==> src/rtl/timebase_pkg.sv <==
package timebase_pkg;
  localparam int ADDR_W    = 4;
  localparam int EVT_SEL_W = 4;

  typedef enum logic [ADDR_W-1:0] {
    A_CTRL    = 4'd0,
    A_STAT    = 4'd1,
    A_PHYS_LO = 4'd2,
    A_PHYS_HI = 4'd3,
    A_VIRT_LO = 4'd4,
    A_VIRT_HI = 4'd5,
    A_OFF_LO  = 4'd6,
    A_OFF_HI  = 4'd7,
    A_CMP_LO  = 4'd8,
    A_CMP_HI  = 4'd9
  } regAddr_e;

  // en is bit 0, evtSel occupies the top bits
  typedef struct packed {
    logic [EVT_SEL_W-1:0] evtSel;
    logic                 evtFall;
    logic                 cmpExact;
    logic                 evtEn;
    logic                 irqMask;
    logic                 en;
  } ctrlReg_t;

  localparam int CTRL_W = $bits(ctrlReg_t);

  typedef struct packed {
    logic wrOffLo;
    logic wrOffHi;
    logic wrCmpLo;
    logic wrCmpHi;
    logic capPhys;
    logic capVirt;
  } dpStrobe_t;
endpackage

==> src/rtl/timebase_ctrl.sv <==
module timebase_ctrl
  import timebase_pkg::*;
(
  input  logic              clk,
  input  logic              rst,
  input  logic              wrEn,
  input  logic              rdEn,
  input  logic [ADDR_W-1:0] addr,
  input  logic [CTRL_W-1:0] wrCtrl,
  output ctrlReg_t          ctrlQ,
  output dpStrobe_t         stb
);
  always_ff @(posedge clk) begin
    if (rst) begin
      ctrlQ <= '0;
    end else if (wrEn && (addr == A_CTRL)) begin
      ctrlQ <= ctrlReg_t'(wrCtrl);
    end
  end

  always_comb begin
    stb.wrOffLo = wrEn && (addr == A_OFF_LO);
    stb.wrOffHi = wrEn && (addr == A_OFF_HI);
    stb.wrCmpLo = wrEn && (addr == A_CMP_LO);
    stb.wrCmpHi = wrEn && (addr == A_CMP_HI);
    stb.capPhys = rdEn && (addr == A_PHYS_LO);
    stb.capVirt = rdEn && (addr == A_VIRT_LO);
  end
endmodule

==> src/rtl/timebase_dp.sv <==
module timebase_dp
  import timebase_pkg::*;
#(
  parameter int REG_W = 32
) (
  input  logic                 clk,
  input  logic                 rst,
  input  dpStrobe_t            stb,
  input  logic                 exactMode,
  input  logic [ADDR_W-1:0]    rdAddr,
  input  logic [CTRL_W-1:0]    ctrlWord,
  input  logic [REG_W-1:0]     wrData,
  output logic [2*REG_W-1:0]   physCnt,
  output logic                 condRaw,
  output logic [REG_W-1:0]     rdData
);
  localparam int CNT_W = 2 * REG_W;

  logic [CNT_W-1:0] offQ;
  logic [CNT_W-1:0] cmpQ;
  logic [CNT_W-1:0] virtCnt;
  logic [REG_W-1:0] physHiHold;
  logic [REG_W-1:0] virtHiHold;
  logic             geHit;
  logic             eqHit;

  // free-running count; only hardware reset clears it
  always_ff @(posedge clk) begin
    if (rst) physCnt <= '0;
    else     physCnt <= physCnt + CNT_W'(1);
  end

  always_ff @(posedge clk) begin
    if (rst) begin
      offQ <= '0;
      cmpQ <= '1;
    end else begin
      if (stb.wrOffLo) offQ[REG_W-1:0]     <= wrData;
      if (stb.wrOffHi) offQ[CNT_W-1:REG_W] <= wrData;
      if (stb.wrCmpLo) cmpQ[REG_W-1:0]     <= wrData;
      if (stb.wrCmpHi) cmpQ[CNT_W-1:REG_W] <= wrData;
    end
  end

  assign virtCnt = physCnt - offQ;

  // high halves frozen by a low-half read
  always_ff @(posedge clk) begin
    if (rst) begin
      physHiHold <= '0;
      virtHiHold <= '0;
    end else begin
      if (stb.capPhys) physHiHold <= physCnt[CNT_W-1:REG_W];
      if (stb.capVirt) virtHiHold <= virtCnt[CNT_W-1:REG_W];
    end
  end

  assign geHit   = (virtCnt >= cmpQ);
  assign eqHit   = (virtCnt[REG_W-1:0] == cmpQ[REG_W-1:0]);
  assign condRaw = exactMode ? eqHit : geHit;

  always_comb begin
    case (rdAddr)
      A_CTRL:    rdData = REG_W'(ctrlWord);
      A_STAT:    rdData = REG_W'(condRaw);
      A_PHYS_LO: rdData = physCnt[REG_W-1:0];
      A_PHYS_HI: rdData = physHiHold;
      A_VIRT_LO: rdData = virtCnt[REG_W-1:0];
      A_VIRT_HI: rdData = virtHiHold;
      A_OFF_LO:  rdData = offQ[REG_W-1:0];
      A_OFF_HI:  rdData = offQ[CNT_W-1:REG_W];
      A_CMP_LO:  rdData = cmpQ[REG_W-1:0];
      A_CMP_HI:  rdData = cmpQ[CNT_W-1:REG_W];
      default:   rdData = '0;
    endcase
  end
endmodule

==> src/rtl/timebase_evt.sv <==
module timebase_evt #(
  parameter int CNT_W = 64,
  parameter int SEL_W = 4
) (
  input  logic             clk,
  input  logic             rst,
  input  logic [CNT_W-1:0] physCnt,
  input  logic [SEL_W-1:0] bitSel,
  input  logic             fallEdge,
  input  logic             streamEn,
  output logic             evtPulse
);
  localparam int IDX_W = $clog2(CNT_W);

  logic curBit;
  logic prevBit;

  assign curBit = physCnt[IDX_W'(bitSel)];

  always_ff @(posedge clk) begin
    if (rst) prevBit <= 1'b0;
    else     prevBit <= curBit;
  end

  assign evtPulse = streamEn &&
                    (fallEdge ? (prevBit && !curBit) : (curBit && !prevBit));
endmodule

==> src/rtl/cmp_timebase.sv <==
module cmp_timebase
  import timebase_pkg::*;
#(
  parameter int REG_W = 32
) (
  input  logic              clk,
  input  logic              rst,
  input  logic              wrEn,
  input  logic              rdEn,
  input  logic [ADDR_W-1:0] addr,
  input  logic [REG_W-1:0]  wrData,
  output logic [REG_W-1:0]  rdData,
  output logic              irqOut,
  output logic              evtOut
);
  localparam int CNT_W = 2 * REG_W;

  ctrlReg_t         ctrlQ;
  dpStrobe_t        stb;
  logic [CNT_W-1:0] physCnt;
  logic             condRaw;

  timebase_ctrl u_ctrl (
    .clk    (clk),
    .rst    (rst),
    .wrEn   (wrEn),
    .rdEn   (rdEn),
    .addr   (addr),
    .wrCtrl (wrData[CTRL_W-1:0]),
    .ctrlQ  (ctrlQ),
    .stb    (stb)
  );

  timebase_dp #(.REG_W(REG_W)) u_dp (
    .clk       (clk),
    .rst       (rst),
    .stb       (stb),
    .exactMode (ctrlQ.cmpExact),
    .rdAddr    (addr),
    .ctrlWord  (ctrlQ),
    .wrData    (wrData),
    .physCnt   (physCnt),
    .condRaw   (condRaw),
    .rdData    (rdData)
  );

  timebase_evt #(.CNT_W(CNT_W), .SEL_W(EVT_SEL_W)) u_evt (
    .clk      (clk),
    .rst      (rst),
    .physCnt  (physCnt),
    .bitSel   (ctrlQ.evtSel),
    .fallEdge (ctrlQ.evtFall),
    .streamEn (ctrlQ.evtEn),
    .evtPulse (evtOut)
  );

  assign irqOut = ctrlQ.en && condRaw && !ctrlQ.irqMask;
endmodule

==> config.mk <==
export PLATFORM = sky130hd
export DESIGN_NAME = cmp_timebase
export DESIGN_NICKNAME = d
export VERILOG_FILES = /design/src/rtl/timebase_pkg.sv /design/src/rtl/timebase_ctrl.sv /design/src/rtl/timebase_dp.sv /design/src/rtl/timebase_evt.sv /design/src/rtl/cmp_timebase.sv
export SDC_FILE = /design/constraint.sdc
export NUM_CORES = 1
export LEC_CHECK = 0
export ABC_CLOCK_PERIOD_IN_PS = 12300
export BUFFER_PORTS_ARGS = -buffer_cell sky130_fd_sc_hd__buf_2
export CELL_PAD_IN_SITES_DETAIL_PLACEMENT = 1
export CELL_PAD_IN_SITES_GLOBAL_PLACEMENT = 2
export CORE_MARGIN = 2
export CORE_UTILIZATION = 41
export CTS_CLUSTER_DIAMETER = 40
export CTS_CLUSTER_SIZE = 14
export DETAILED_ROUTE_END_ITERATION = 8
export GPL_TIMING_DRIVEN = 0
export PLACE_DENSITY_LB_ADDON = 0.1
export REMOVE_ABC_BUFFERS = 1
export SLEW_MARGIN = 20
export SYNTH_ARGS = -nofsm -noshare
export SYNTH_HDL_FRONTEND = slang
export SYNTH_HIERARCHICAL = 1
export SYNTH_SLANG_ARGS = --single-unit
==> constraint.sdc <==
create_clock -name clk -period 12.3 [get_ports clk]
set_input_delay 1.23 -clock clk [delete_from_list [all_inputs] [get_ports clk]]
set_output_delay 1.23 -clock clk [all_outputs]
set_load 0.05 [all_outputs]
# ---- Word level (Yosys, flattened, before mapping)
# Cells that the tools add are included.
dict set report totals {
  reg_bits 266
  inputBits 40
  output_inout_bits 34
  word_cells 49
}
dict set report op_classes {
  n_addsub 2
  order_cmp 2
  eq_ne 10
  muxes 5
  n_reduce_logical 16
}
# op n
set ops {}
lappend ops {{$pmux 32 s10} 1}
lappend ops {{$add 64x1->64 const B} 1}
lappend ops {{$ge 64x64->1} 1}
lappend ops {{$sub 64x64->64} 1}
lappend ops {{$eq 32x32->1} 1}
lappend ops {{$eq 4x3->1 const B} 4}
lappend ops {{$logic_and 1x1->1} 12}
lappend ops {{$eq 4x2->1 const B} 2}
lappend ops {{$eq 4x4->1 const B} 2}
lappend ops {{$lt 4x7->1 const B} 1}
lappend ops {{$bmux 1 s4} 1}
lappend ops {{$eq 4x1->1 const B} 1}
lappend ops {{$logic_not 4->1} 1}
lappend ops {{$logic_not 1->1} 3}
lappend ops {{$mux 1} 3}

# ---- Longest topological paths before layout
dict set report depth {
  ltp_word 6
  mapped_depth 26
  depth_no_buf 26
}

# ---- By module
# The synthesis kept the hierarchy.
# module instances cells_each area_per_inst_um2 seq_area_each_um2
set by_module_without_submodules {}
lappend by_module_without_submodules {timebase_dp 1 1994 16301.9 5124.9}
lappend by_module_without_submodules {timebase_ctrl 1 51 490.5 180.2}
lappend by_module_without_submodules {timebase_evt 1 11 176.4 20.0}
lappend by_module_without_submodules {cmp_timebase 1 1 8.8 0.0}

# ---- Worst setup path after synthesis
# Ideal clock, no wire load.
dict set report synth_path {
  path_kind {flip-flop to output port}
  from {register u_dp.physCnt[0]}
  to {output rdData[0]}
  arrival_time_ns 4.939
  required_ns 11.070
  slack_ns 6.131
  path_stages_with_launch 20
  n_path_buf 0
  path_cell_list {dfxtp_1 -> inv_1 -> ha_1 -> inv_1 -> fa_1 -> a211oi_2 -> o21ai_2 -> a211oi_2 -> a2111oi_2 -> a41o_2 -> a21oi_1 -> xnor2_1 -> ha_1 -> nand4_1 -> or4b_2 -> o21ai_0 -> o31ai_1 -> a21oi_1 -> a311oi_1 -> o21ai_0}
}
dict set report synth_via {
  elab_chain_len 4
  word_cells_on_any_way 5
  cone_classes {1 x add/sub; 1 x order compare; 1 x eq/ne; 2 x mux}
}
# item line
set synth_rtl {}
lappend synth_rtl {{from (decl)} timebase_dp.sv:13} ;# output logic [2*REG_W-1:0] physCnt,
lappend synth_rtl {{from (signal assigned)} timebase_dp.sv:30} ;# else physCnt <= physCnt + CNT_W'(1);
lappend synth_rtl {{$sub 64x64->64} timebase_dp.sv:45} ;# assign virtCnt = physCnt - offQ;
lappend synth_rtl {{$ge 64x64->1 / $eq 32x32->1 (equally long branches)} {timebase_dp.sv:58, timebase_dp.sv:59}}
lappend synth_rtl {{$mux 1} timebase_dp.sv:60} ;# assign condRaw = exactMode ? eqHit : geHit;
lappend synth_rtl {{$pmux 32 s10 (*)} timebase_dp.sv:63} ;# case (rdAddr)
lappend synth_rtl {{to (decl)} cmp_timebase.sv:12} ;# output logic [REG_W-1:0] rdData,
# Mark *: on every way between the ends. The rest lies on a longest branch, timed or not.

# ---- Worst setup path after layout
dict set report layout_path {
  from {register u_dp.physCnt[0]}
  to {output irqOut}
}
dict set report layout_via {
  elab_chain_len 5
  word_cells_on_any_way 6
  cone_classes {1 x add/sub; 1 x order compare; 1 x eq/ne; 1 x mux; 2 x reduce/logical}
}
# item line
set layout_rtl {}
lappend layout_rtl {{$sub 64x64->64} timebase_dp.sv:45}
lappend layout_rtl {{named net u_dp.virtCnt[40]} timebase_dp.sv:21} ;# logic [CNT_W-1:0] virtCnt;
lappend layout_rtl {{$ge 64x64->1} timebase_dp.sv:58} ;# assign geHit = (virtCnt >= cmpQ);
lappend layout_rtl {{$mux 1} timebase_dp.sv:60}
lappend layout_rtl {{named net condRaw} cmp_timebase.sv:21} ;# logic condRaw;
lappend layout_rtl {{$logic_and 1x1->1 (2 in series)} cmp_timebase.sv:57} ;# assign irqOut = ctrlQ.en && condRaw && !ctrlQ.irqMask;
lappend layout_rtl {{to (decl)} cmp_timebase.sv:13} ;# output logic irqOut,
# The timed path passes the listed nets, and every way through them passes these cells.

==> metrics <==
number of enable-type register cells in the synthesized netlist=0; number of max-slew violations in the final report=0; deepest clock path buffer count=3; total vias in the final route=15995; worst hold path type=reg2reg; worst path arrival time=7490 ps; critical path startpoint category=flip-flop; count of port buffers added during placement=73; share of the core filled with cells=between 40% and 50%; detailed-route DRC error count=0; Yosys cell types=80; wire length of the first global-routing pass=98700 µm; post-route fraction of the period consumed by the critical path=between 70% and 80%; clock-pin slew reported for the worst setup and hold paths after clock tree synthesis=around 50 ps; DIE WIDTH=207 µm; latest clock arrival within the worst-skew pair=between 500 and 600 ps; clk sink count=266; most used standard cells in the synthesized netlist=266 x dfxtp_1, 225 x nor2_1, 187 x nand2_1, 142 x inv_1, 131 x mux2i_1; leak pwr=8.87 nW; final setup skew=23.3 ps; initial core utilization=41.6%; final net count=2292; core box area=40800 µm²; CTS HTree Levels=2; number of antenna violations at the first check in global routing=0; hold wc startpoint=u_dp/physHiHold[30]$_SDFFE_PP0P_; Worst Path Class, Setup=reg2out; Clk network pwr share=around 53%; startpoint of the most critical setup path=u_dp/physCnt[0]$_SDFF_PP0_; dominant synthesized flop cell=dfxtp_1; final count of negative-setup-slack endpoints=0; outcome=completed; cells taking the most area after synthesis=dfxtp_1 31%, ha_1 9.4%, mux2i_1 7.7%; most common cell in the synthesized netlist=dfxtp_1; Pint=2.04 mW; die height=207 µm; RD Place Congestion=0.874; number of iterations in the first detailed-routing pass=6; Antenna Diode Count=0; maximum net fanout on the critical path=6; combinational fraction of design power=~16%; number of CTS-inserted buffers=52; proportion of netlist area held by the largest area contributor=31.4%; number of warning messages in the yosys log=6; overall routing resource usage=29.5%; wire length per cell after detailed routing=roughly 24 µm; Avg Vias per Cell=5.93; flip-flop and latch count after synthesis=266; Initial DRC Count=between 1000 and 1500; RR Startpoint=u_dp/physCnt[1]$_SDFF_PP0_; fraction of final layout cells sized beyond drive strength 1=11.9%; Final Hold Violating Endpoints=0; area added between synthesis and finish=18.2%; root cell of the clock tree=clkbuf_16; top-level port count=74; measured slew at the worst slew-check pin=between 1000 and 1500 ps; Sw Pwr=0.802 mW; routed wire length=64300 µm; shortest clock period the worst path allows after layout=a little under 9000 ps; Cells after Synth=2057; Resize count post-CTS=0; setup repair after global routing missed its margin=no; post-CTS setup buffers=0; number of global-route vias before repair=16571; TritonCTS clock tree=yes; final-layout fill cell count=4818; total power consumption of the routed design=2.84 mW; Highest Clock Rate=roughly 0.11 GHz; number of nets with antenna violations after detailed routing=0; mean post-synth cell area=8.25 µm²; switching power share of the total=28.2%; power per cell area=142 nW/µm²; share of synthesized registers carrying an async set or reset=0%; share of synthesized area occupied by flip-flops and latches=31.4%; number of max-capacitance violations reported=0; post-synthesis cell type with the largest combined area=dfxtp_1; Sequential Power Share=between 30 and 40%; global-route congestion overflow total=0; number of buffers inserted for hold repair after clock tree synthesis=0; Die Area=43100 µm²; summed negative setup slack over all endpoints=0 ps; element type at the critical path end=primary output; half-perimeter wire length after detailed placement=49400 µm; highest ir drop seen on vdd=~0.12 mV; data required time of the worst path=~11000 ps; largest net degree at the start of global routing=91; number of standard-cell rows in the floorplan=74; combined area of all synthesized cells=17000 µm²; relative max-transition margin=~29%
[worst paths after layout]
| path | endpoint | slack [ps] | cells after the start |
|---|---|---|---|
| hold / removal | u_dp/physHiHold[30]$_SDFFE_PP0P_ | 500 | 2 |
| setup reg to reg | u_dp/virtHiHold[27]$_SDFFE_PP0P_ | 7630 | 12 |
| hold reg to reg | u_dp/physHiHold[30]$_SDFFE_PP0P_ | 500 | 2 |
| setup / recovery | irqOut | 3580 | 27 |
[logic make-up (layout without fill, tap and decap cells)]
group	after synthesis	after routing	synth area share, %
xor+xnor	113	113	5.83
mux	138	138	8.61
flops	266	266	31.4
buf+inv	262	369	5.88
compound gates	484	484	20.3
simple gates	665	665	18.5
fa+ha+maj	129	129	9.55
[through the flow]
| step | worst slack [ps] | hold slack (ps) | area (µm²) | std cells |
|---|---|---|---|---|
| after global routing | 3230 | 523 | 20100 | 2696 |
| after global placement | 1250 | 471 | 17500 | 2542 |
| after floorplan | 5560 | 444 | 16500 | 1937 |
| after CTS | 3740 | 499 | 20100 | 2695 |
| final | 3580 | 497 | 20100 | 2696 |
| after detailed placement | 4420 | 488 | 18200 | 2600 |
[routing by layer]
layer | vias to the layer above | global-route usage [%] | share of wire (%)
li1 | 7527 | - | -
met1 | 7947 | 40.6 | 47
met2 | 404 | 47.1 | 45
met3 | 117 | 3.86 | 4.5
met4 | 0 | 11.3 | 3.1
met5 | - | 0 | 0
[cells in the final DEF (no fill, tap or decap), drive strengths merged, types with 17 or more instances in the layout]
cell,synthesis,final
dfxtp,266,266
buf,27,132
inv,142,145
a221oi,21,21
nand2b,30,30
and3,27,27
nand3,48,48
nor3,20,20
nor2,225,225
ha,128,128
nand4,59,59
o21bai,19,19
a222oi,25,25
xnor2,49,49
xor2,64,64
a22oi,46,46
nor2b,17,17
a21o,63,63
mux2i,131,131
o21ai,60,60
o211ai,65,65
nand2,187,187
clkbuf,93,63
a21oi,98,98
[state kept, by name, summed over array words and instances (netlist names)]
register         flops
u_dp/physCnt        64
u_dp/cmpQ           64
u_dp/virtHiHold     32
u_evt/prevBit        1
u_dp/physHiHold     32
u_ctrl/ctrlQ         9
u_dp/offQ           64
[final cells by class]
cell class / count / area, µm² / area share [%]
Sequential cell: 266 / 5330 / 26.5
Clock buffer: 63 / 1390 / 6.94
Multi-Input combinational cell: 1529 / 10700 / 53.5
Tap cell: 532 / 666 / 3.32
Inverter: 142 / 536 / 2.67
Timing Repair Buffer: 132 / 958 / 4.77
Clock inverter: 32 / 453 / 2.26
[critical path, stage by stage, from the launching register on]
cell and delay, ps:
dfxtp_1 430, inv_1 100, ha_1 190, inv_1 60
fa_1 450, a211oi_2 290, o21ai_2 170, a31oi_1 330
o21ai_1 270, a21oi_1 490, o21ai_1 200, a21boi_1 410
o31ai_1 210, xor2_1 200, ha_1 250, a21o_1 190
a21oi_1 150, nor2b_1 60, o21ai_0 160, nand2b_1 80
a21oi_1 140, o21ai_0 280, a2111oi_0 510, a21oi_1 220
a311oi_1 500, a21oi_1 110, and3b_1 210, buf_2 210
[power by group through the flow]
stage / registers [mW] / logic (mW) / clock network [mW]
2_1_floorplan: 0.897 / 0.276 / 0
3_3_place_gp: 0.901 / 0.422 / 0
3_5_place_dp: 0.901 / 0.436 / 0
4_1_cts: 0.884 / 0.440 / 1.54
5_1_grt: 0.885 / 0.479 / 1.58
6_report: 0.884 / 0.443 / 1.51
Power figures use the tool's default switching activity.
